--- config.mk ---
export PLATFORM = sky130hd
export DESIGN_NAME = i2c_byte_master
export DESIGN_NICKNAME = d
export VERILOG_FILES = /design/src/rtl/i2c_byte_master.sv
export SDC_FILE = /design/constraint.sdc
export NUM_CORES = 1
export LEC_CHECK = 0
export BUFFER_PORTS_ARGS = -buffer_cell sky130_fd_sc_hd__buf_2
export CELL_PAD_IN_SITES_DETAIL_PLACEMENT = 0
export CELL_PAD_IN_SITES_GLOBAL_PLACEMENT = 1
export CORE_MARGIN = 2
export CORE_UTILIZATION = 49
export DETAILED_ROUTE_END_ITERATION = 6
export MAX_ROUTING_LAYER = met4
export PLACE_DENSITY_LB_ADDON = 0.1
export REMOVE_ABC_BUFFERS = 1
export SKIP_LAST_GASP = 1
export SLEW_MARGIN = 20
export SYNTH_ARGS = -nofsm -noshare
export SYNTH_HDL_FRONTEND = slang
export SYNTH_SLANG_ARGS = --single-unit
--- constraint.sdc ---
create_clock -name clk -period 7.25 [get_ports clk]
set_clock_uncertainty 0.2 [all_clocks]
set_input_delay 0.725 -clock clk [delete_from_list [all_inputs] [get_ports clk]]
set_output_delay 0.725 -clock clk [all_outputs]
set_load 0.005 [all_outputs]
--- src/rtl/i2c_byte_master.sv ---
module i2c_byte_master #(
  parameter int THP = 24
) (
  input  logic       clk,
  input  logic       rst_n,
  input  logic       reg_we,
  input  logic [1:0] reg_addr,
  input  logic [7:0] reg_wdata,
  output logic [7:0] reg_rdata,
  output logic       irq,
  output logic       scl_pull,
  output logic       sda_pull,
  input  logic       sda_in
);
  localparam int QMAX = 5 * 16 * (THP + 1) * 128;
  localparam int CW = $clog2(QMAX + 1);

  typedef enum logic [1:0] {S_IDLE, S_START, S_BIT, S_STOP} st_t;

  st_t         st;
  logic [1:0]  q;
  logic [3:0]  bitn;
  logic [CW-1:0] cnt, qlen;
  logic [7:0]  data, status;
  logic        iflg, aak, enab, ce, owned, first, rxm, sda_r, ack_r;
  logic [3:0]  mdiv;
  logic [2:0]  ndiv;

  assign qlen = (CW'(5 * (THP + 1)) * (CW'(mdiv) + CW'(1))) << ndiv;

  wire tick   = (st != S_IDLE) && (cnt == qlen - CW'(1));
  wire xmit   = first | ~rxm;
  wire idle   = (st == S_IDLE);
  wire ctl_wr = reg_we && reg_addr == 2'd1 && idle;
  wire cmd_en = ctl_wr && reg_wdata[6];
  wire go_start = cmd_en && reg_wdata[5];
  wire go_stop  = cmd_en && !reg_wdata[5] && reg_wdata[4] && owned;
  wire go_byte  = cmd_en && !reg_wdata[5] && !reg_wdata[4] && !reg_wdata[3] && iflg && owned;
  wire seq_edge = (st == S_START) || (st == S_STOP);

  always_ff @(posedge clk or negedge rst_n) begin
    if (!rst_n) begin
      st <= S_IDLE; q <= '0; bitn <= '0; cnt <= '0;
      data <= '0; status <= 8'hF8; iflg <= 1'b0;
      aak <= 1'b0; enab <= 1'b0; ce <= 1'b0;
      owned <= 1'b0; first <= 1'b0; rxm <= 1'b0; sda_r <= 1'b0; ack_r <= 1'b0;
      mdiv <= '0; ndiv <= '0;
    end else if (idle) begin
      cnt <= '0;
      q <= '0;
      bitn <= '0;
      if (reg_we && reg_addr == 2'd0) data <= reg_wdata;
      if (reg_we && reg_addr == 2'd2) {mdiv, ndiv} <= reg_wdata[6:0];
      if (ctl_wr) begin
        ce <= reg_wdata[7];
        enab <= reg_wdata[6];
        aak <= reg_wdata[2];
      end
      if (go_start) begin st <= S_START; iflg <= 1'b0; end
      else if (go_stop) begin st <= S_STOP; iflg <= 1'b0; end
      else if (go_byte) begin st <= S_BIT; iflg <= 1'b0; end
    end else if (!tick) begin
      cnt <= cnt + CW'(1);
    end else begin
      cnt <= '0;
      q <= q + 2'd1;
      case (st)
        S_START: begin
          if (q == 2'd0) sda_r <= 1'b0;
          if (q == 2'd1) sda_r <= 1'b1;
          if (q == 2'd3) begin
            st <= S_IDLE;
            iflg <= 1'b1;
            status <= owned ? 8'h10 : 8'h08;
            owned <= 1'b1;
            first <= 1'b1;
          end
        end
        S_BIT: begin
          if (q == 2'd0)
            sda_r <= (bitn < 4'd8) ? (xmit & ~data[7]) : (~xmit & aak);
          if (q == 2'd2) begin
            if (bitn < 4'd8) begin
              data <= {data[6:0], sda_in};
              if (xmit && !sda_r && !sda_in) begin
                st <= S_IDLE;
                sda_r <= 1'b0;
                owned <= 1'b0;
                iflg <= 1'b1;
                status <= 8'h38;
              end
            end else begin
              ack_r <= ~sda_in;
            end
          end
          if (q == 2'd3) begin
            if (bitn == 4'd8) begin
              st <= S_IDLE;
              iflg <= 1'b1;
              first <= 1'b0;
              if (first) rxm <= data[0];
              if (first)
                status <= data[0] ? (ack_r ? 8'h40 : 8'h48) : (ack_r ? 8'h18 : 8'h20);
              else if (rxm)
                status <= aak ? 8'h50 : 8'h58;
              else
                status <= ack_r ? 8'h28 : 8'h30;
            end else begin
              bitn <= bitn + 4'd1;
            end
          end
        end
        S_STOP: begin
          if (q == 2'd0) sda_r <= 1'b1;
          if (q == 2'd2) sda_r <= 1'b0;
          if (q == 2'd3) begin
            st <= S_IDLE;
            owned <= 1'b0;
            status <= 8'hF8;
          end
        end
        default: st <= S_IDLE;
      endcase
    end
  end

  always_comb begin
    case (st)
      S_START: scl_pull = (q == 2'd0) ? owned : (q == 2'd3);
      S_BIT:   scl_pull = (q < 2'd2);
      S_STOP:  scl_pull = (q < 2'd2);
      default: scl_pull = owned;
    endcase
  end

  assign sda_pull = sda_r;
  assign irq = iflg;

  always_comb begin
    case (reg_addr)
      2'd0: reg_rdata = data;
      2'd1: reg_rdata = {ce, enab, st == S_START, st == S_STOP, iflg, aak, 2'b00};
      2'd2: reg_rdata = status;
      default: reg_rdata = 8'h00;
    endcase
  end
endmodule


Word-level counts from Yosys, hierarchy flattened:

Index checks and enable logic that the tools add are counted.

* add/sub/neg operators: 5
* multiply operators: 1
* magnitude comparators: 2
* equality and inequality tests: 24
* shift operators: 1
* mux-type cells: 76
* bitwise operators: 9
* reductions and logical operators: 47

Operators by type and width (number)
* $mux 8: 13
* $pmux 8 s3: 2
* $mux 18: 2
* $mux 4: 7
* $mux 1: 27
* $mux 2: 13
* $mux 7: 3
* $reduce_and 5->1: 4
* $add 18x1->18 const B: 1
* $eq 18x18->1: 1
* $shl 12x3->18: 1
* $sub 18x1->18 const B: 1
* $logic_and 1x1->1: 16
* $ne 2x2->1 const B: 8
* $reduce_bool 2->1: 7
* $mul 7x5->12 const A: 1
* $reduce_and 6->1: 2
* $eq 2x2->1 const B: 5
* $mux 5: 2
* $ne 3x3->1 const B: 3
* $reduce_and 4->1: 2
* $reduce_and 8->1: 1
* $eq 2x1->1 const B: 3
* $logic_not 2->1: 3
* other kinds (21): 37

* flip-flop bits (word level): 58
* input bits: 14
* output and inout port bits: 11
* logic and storage cells: 182

Longest topological paths before layout:

* word-level depth: 13
* mapped depth: 25
* depth with buffers taken out: 21

Least setup slack after synthesis:

Ideal clock, no wire load.

* path kind: flip-flop to flip-flop
* from: register mdiv[0]
* to: register data[1]
* setup time: 0.127 ns
* data arrival time: 6.127 ns
* data required time: 6.923 ns
* path slack: 0.795 ns
* cell stages (with the launch flop): 24
* path buffers: 2
* clock period less this slack: 6.455 ns
* cells stage by stage: dfrtp_1 > buf_2 > nand3_1 > xor2_1 > inv_1 > fa_1 > inv_1 > fa_1 > inv_1 > ha_1 > ha_1 > a21oi_1 > o21ai_1 > or3_1 > a31oi_2 > o21ai_2 > o32a_2 > or4_1 > o2111ai_1 > o21ai_1 > nor4_2 > a41o_1 > buf_4 > mux2_1

* longest elaborated chain between the ends: 8

Ends and longest elaborated chain
* start: declaration: line 26 `logic [3:0] mdiv;`
* start signal: assignment: line 53 `if (reg_we && reg_addr == 2'd2) {mdiv, ndiv} <= reg_wdata[6:0];`
* $add 4x1->5: line 29 `assign qlen = (CW'(5 * (THP + 1)) * (CW'(mdiv) + CW'(1))) << ndiv;`
* $mul 7x5->12: line 29
* $shl 12x3->18: line 29
* $sub 18x1->18: line 31 `wire tick = (st != S_IDLE) && (cnt == qlen - CW'(1));`
* $eq 18x18->1: line 31
* $logic_and 1x1->1: line 31
* $reduce_bool 2->1 (no line)
* $reduce_and 5->1 (no line)
* end signal: assignment: line 52 `if (reg_we && reg_addr == 2'd0) data <= reg_wdata;`
* end signal: assignment: line 84 `data <= {data[6:0], sda_in};`
* end: declaration: line 24 `logic [7:0] data, status;`

Every way passes these cells.
A chain may end at the register's enable or synchronous reset.

Final worst setup path:

* from: register mdiv[0]
* to: register data[7]

The elaborated chain is that of the path after synthesis.

==> out/summary.md <==
The flow ran to the end, and the final reports show no timing, DRC or antenna violations. The netlist uses 83 different library cells. Among all flip-flop cells after synthesis, the most frequent one is sky130_fd_sc_hd__dfrtp_1. The number of nets in the layout is 696. The combinational family with the most area after synthesis is simple AND/OR/NAND/NOR gates.

The sort of element at the start of the critical path was a register. The largest driver fanout on the critical path works out to 10. The post-synthesis cell area came out at 5490 µm². Sequential cells were found to cover 26.5% of the synthesized design area.

The worst path needs 6840 ps of the cycle, external delays included. No sink is reached through more buffers than the 2 on the longest clock path. The via count of the first global-routing pass was 4559; the portion of the clock cycle consumed by the worst path in the final layout was 94.3%. In the global route stage, overall resource usage came out at 25.1%. The die is 110 µm tall.

After global routing the overflow that remains totals 0. At the worst endpoint, the required time is 7280 ps. After routing, the total negative slack on setup checks comes to 0 ps. Traced cell by cell, the critical path runs through ha_1 > xnor2_2 > inv_1 > fa_1 > inv_1 > fa_1 > inv_1 > ha_1 > ha_1 > a21oi_1 > o21ai_1 > or3_1 > a31oi_4 > o21ai_2 > o32a_2 > nor4b_4 > xnor2_1 > or3_1 > nor4_4 > a41o_4 > mux2_1.

The met3 global-route usage was 3.20%; the share of synthesized area spent on multiplexers was 10.5%. A synthesized cell averages 8.73 µm². The area share of the largest cell type after synthesis is 24.1%. The first detailed-routing pass took 5 iterations.

Power spread over the standard cell area amounts to 124 nW/µm². For the max-slew violation count, the log shows 0. For the pin with the worst max-slew slack, the measured transition is 884 ps. The number of primary I/O pins is 25. After detailed routing, the number of vias per cell comes to 6.02.

Wires add up to 13600 µm. At the end of routability-driven placement, the weighted congestion stood at 0.883. The first routing iteration left 271 violations. The class of the most critical hold timing path is reg2reg. Once the floorplan was initialized, standard cells occupied 50.5% of the core.

Across all register-to-register paths, the minimum setup slack is 410 ps. For the post-detailed-route count of antenna-violating nets, the log shows 0. The tools report the met1 layer usage reported by global route as 32.4%.

Detailed-route via count: 4728. By area the synthesized netlist is led by sky130_fd_sc_hd__dfrtp_1 24%, sky130_fd_sc_hd__ha_1 7.3%, sky130_fd_sc_hd__xnor2_1 4.6%. The H-tree level count is 3, and the signal arrival time at the worst endpoint is 6860 ps. The synthesized instance count came out at 629. The number of clock buffers inserted by TritonCTS is 9.

The initial antenna violation count is 0. The most utilized layer in the global route result was met2. Counting flops with a built-in enable in the synthesized netlist gives 0. The core region is 10900 µm². 0 antenna diodes ended up in the layout. The width of the die was 110 µm; the fraction of the mapped netlist area in adder cells was 10.9%. Summed over all nets, the half-perimeter wirelength after detailed placement is 10400 µm.

STA classifies the critical path endpoint as a register. Number of placement rows: 38. Of all cell types, the one taking the most synthesized area is sky130_fd_sc_hd__dfrtp_1.

The achievable frequency is 146 MHz. The leakage dissipation was 2.72 nW; the overall power of the completed layout was 0.000748 W. The tools report the layout filler cell count as 1012.

Across the VDD grid, the largest voltage drop is 0.000117 V. The max capacitance violation total is 0. Wire length of the first global-routing pass: 22900 µm. The largest net degree at the start of global routing was 59.

At the later pin of the worst-skew pair, clock insertion delay measures 350 ps. The sequential cells in the finished layout cover a total of 1460 µm². The number of warnings printed during yosys synthesis was 0; the simple-gate share of the synthesized area was 21.3%. Port buffering added 24 buffers. The worst setup path is of the reg2reg kind.

The die covers 12100 µm². The clock edge transition at the registers on the reported setup and hold paths is 70 ps. For the number of sinks handled by clock tree synthesis, the log shows 58. TritonCTS built the clock tree. The average routed wire per standard cell was 17.4 µm; the fraction of synthesized cell area in xor and xnor cells was 8.13%. In this run, post-CTS hold repair placed 0 buffers. In this run the tightest slew margin relative to its limit is 41.1%. The run gives 0 as the remaining routing DRC violations.

The biggest cell delay along the critical path is 560 ps, and the count of endpoints failing hold in the final timing report is 0. The compound-cell area share of the yosys netlist came out at 17.7%. Counting flops and latches in the post-synthesis netlist gives 58. The run gives 3840 µm² as the multi-input gate area in the final layout.

Share of synthesized flip-flops with an asynchronous set or reset: 100%. Global routing consumed, on the met2 layer, 41.1% of the routing resources. The post-synthesis to final-layout area growth came out at 9.82%.

Setup violations remaining at the end of the flow were counted as 0. Among all stages on the critical path, the largest delay is contributed by sky130_fd_sc_hd__fa_1. Cells with a size suffix above 1 make up 14.7% of the layout.

Clock root buffer: sky130_fd_sc_hd__clkbuf_8.
-- per-layer routing --
layer,vias to the layer above,routed length (µm)
met4,0,289
li1,2297,-
met3,22,512
met5,-,0
met2,115,6680
met1,2294,6160
-- timing repair --
action | in CTS | in global routing
resized for setup | 1 | 10
hold endpoints to repair | 0 | 0
setup endpoints to repair | 7 | 48
gates cloned | 0 | 0
buffers inserted | 0 | 0
pin swaps | 0 | 1
-- area by class of cell --
cell class                      instances  share of cell area, %
Multi-Input combinational cell        508                   63.7
Sequential cell                        58                   24.2
Tap cell                              140                   2.90
Timing Repair Buffer                   30                   2.80
Clock buffer                           11                   2.34
Clock inverter                          5                   2.07
Inverter                               33                   2.05
-- power by group --
part | total [W] | internal [W] | leakage [nW] | switching (W)
Combinational | 0.0000195 | 0.00000558 | 1.84 | 0.0000139
Sequential | 0.000324 | 0.000324 | 0.755 | 0.000000204
Clock | 0.000404 | 0.000272 | 0.134 | 0.000132
-- Yosys cell counts (6+ instances only) --
master and n:
sky130_fd_sc_hd__nand2_1 47, sky130_fd_sc_hd__a31oi_1 6, sky130_fd_sc_hd__mux2_2 17, sky130_fd_sc_hd__o21ai_1 6, sky130_fd_sc_hd__nor3_1 13, sky130_fd_sc_hd__nand3_1 28, sky130_fd_sc_hd__clkbuf_1 15, sky130_fd_sc_hd__mux2_1 8
sky130_fd_sc_hd__a21o_1 10, sky130_fd_sc_hd__o21ai_0 28, sky130_fd_sc_hd__inv_1 29, sky130_fd_sc_hd__nand4_1 12, sky130_fd_sc_hd__ha_1 32, sky130_fd_sc_hd__fa_1 10, sky130_fd_sc_hd__dfrtp_1 53, sky130_fd_sc_hd__nor2_1 57
sky130_fd_sc_hd__and2_1 8, sky130_fd_sc_hd__xor2_1 22, sky130_fd_sc_hd__buf_2 9, sky130_fd_sc_hd__and3_1 10, sky130_fd_sc_hd__xnor2_1 29, sky130_fd_sc_hd__mux2i_1 23, sky130_fd_sc_hd__a21oi_1 35
-- cells by family (layout without fill, tap and decap cells) --
group | Yosys count | after routing
flip-flops | 58 | 58
AND/OR/NAND/NOR | 221 | 221
adder cells (fa/ha/maj) | 42 | 42
AO/OA/AOI/OAI | 143 | 143
multiplexers | 51 | 51
buffers and inverters | 63 | 79
XOR/XNOR | 51 | 51
-- flip-flops by register name (all words and copies together), names as in the netlist --
name and count:
st 2, bitn 4, ack_r 1, q 2, ndiv 3, cnt 18
rxm 1, mdiv 4, owned 1, sda_pull 1, aak 1, enab 1
irq 1, status 8, ce 1, first 1, data 8
-- worst max-delay path, delay by kind of cell (launching register included) --
family	cells	cell delay [ps]
mux	1	350
xor+xnor	2	370
simple gates	4	1460
compound gates	6	1630
buf+inv	3	250
flops	1	460
fa+ha+maj	5	2020
-- placed cells by master, fill, tap and decap left out, types with 6 or more instances in the layout --
cell type,count
sky130_fd_sc_hd__nor3_1,13
sky130_fd_sc_hd__mux2_2,17
sky130_fd_sc_hd__nand4_1,12
sky130_fd_sc_hd__o21ai_1,6
sky130_fd_sc_hd__and3_1,10
sky130_fd_sc_hd__a21oi_1,35
sky130_fd_sc_hd__mux2_1,8
sky130_fd_sc_hd__o21ai_0,28
sky130_fd_sc_hd__dfrtp_1,53
sky130_fd_sc_hd__a31oi_1,6
sky130_fd_sc_hd__nor2_1,57
sky130_fd_sc_hd__nand2_1,47
sky130_fd_sc_hd__ha_1,32
sky130_fd_sc_hd__clkbuf_8,10
sky130_fd_sc_hd__fa_1,10
sky130_fd_sc_hd__buf_2,24
sky130_fd_sc_hd__nand3_1,28
sky130_fd_sc_hd__xor2_1,22
sky130_fd_sc_hd__and2_1,8
sky130_fd_sc_hd__mux2i_1,23
sky130_fd_sc_hd__a21o_1,10
sky130_fd_sc_hd__xnor2_1,28
sky130_fd_sc_hd__inv_1,29
-- path summary, 6_finish.rpt --
| path | start | endpoint | cells after the start |
|---|---|---|---|
| worst max-delay path | mdiv[0]$_DFFE_PN0P_ | data[7]$_DFFE_PN0P_ | 21 |
| worst min-delay path | enab$_DFFE_PN0P_ | enab$_DFFE_PN0P_ | 2 |
| worst max register to register | mdiv[0]$_DFFE_PN0P_ | data[7]$_DFFE_PN0P_ | 21 |
| worst min register to register | enab$_DFFE_PN0P_ | enab$_DFFE_PN0P_ | 2 |
| max in group asynchronous | rst_n | cnt[7]$_DFF_PN0_ | 2 |
| min in group asynchronous | rst_n | ce$_DFFE_PN0P_ | 2 |
-- metrics by stage --
step / cell area [µm²] / std cells / utilization, % / setup WS [ps] / hold slack [ps]
CTS: 5970 / 785 / 54.8 / 33.2 / 282
detailed placement: 5700 / 769 / 52.4 / -14.6 / 264
global route: 6030 / 785 / 55.4 / -34.0 / 305
finish: 6030 / 785 / 55.4 / 411 / 280
floorplan: 5350 / 599 / - / -30.3 / 229
global placement: 5700 / 769 / 52.4 / 248 / 263
Note: power is estimated with default switching activity, not from simulation.
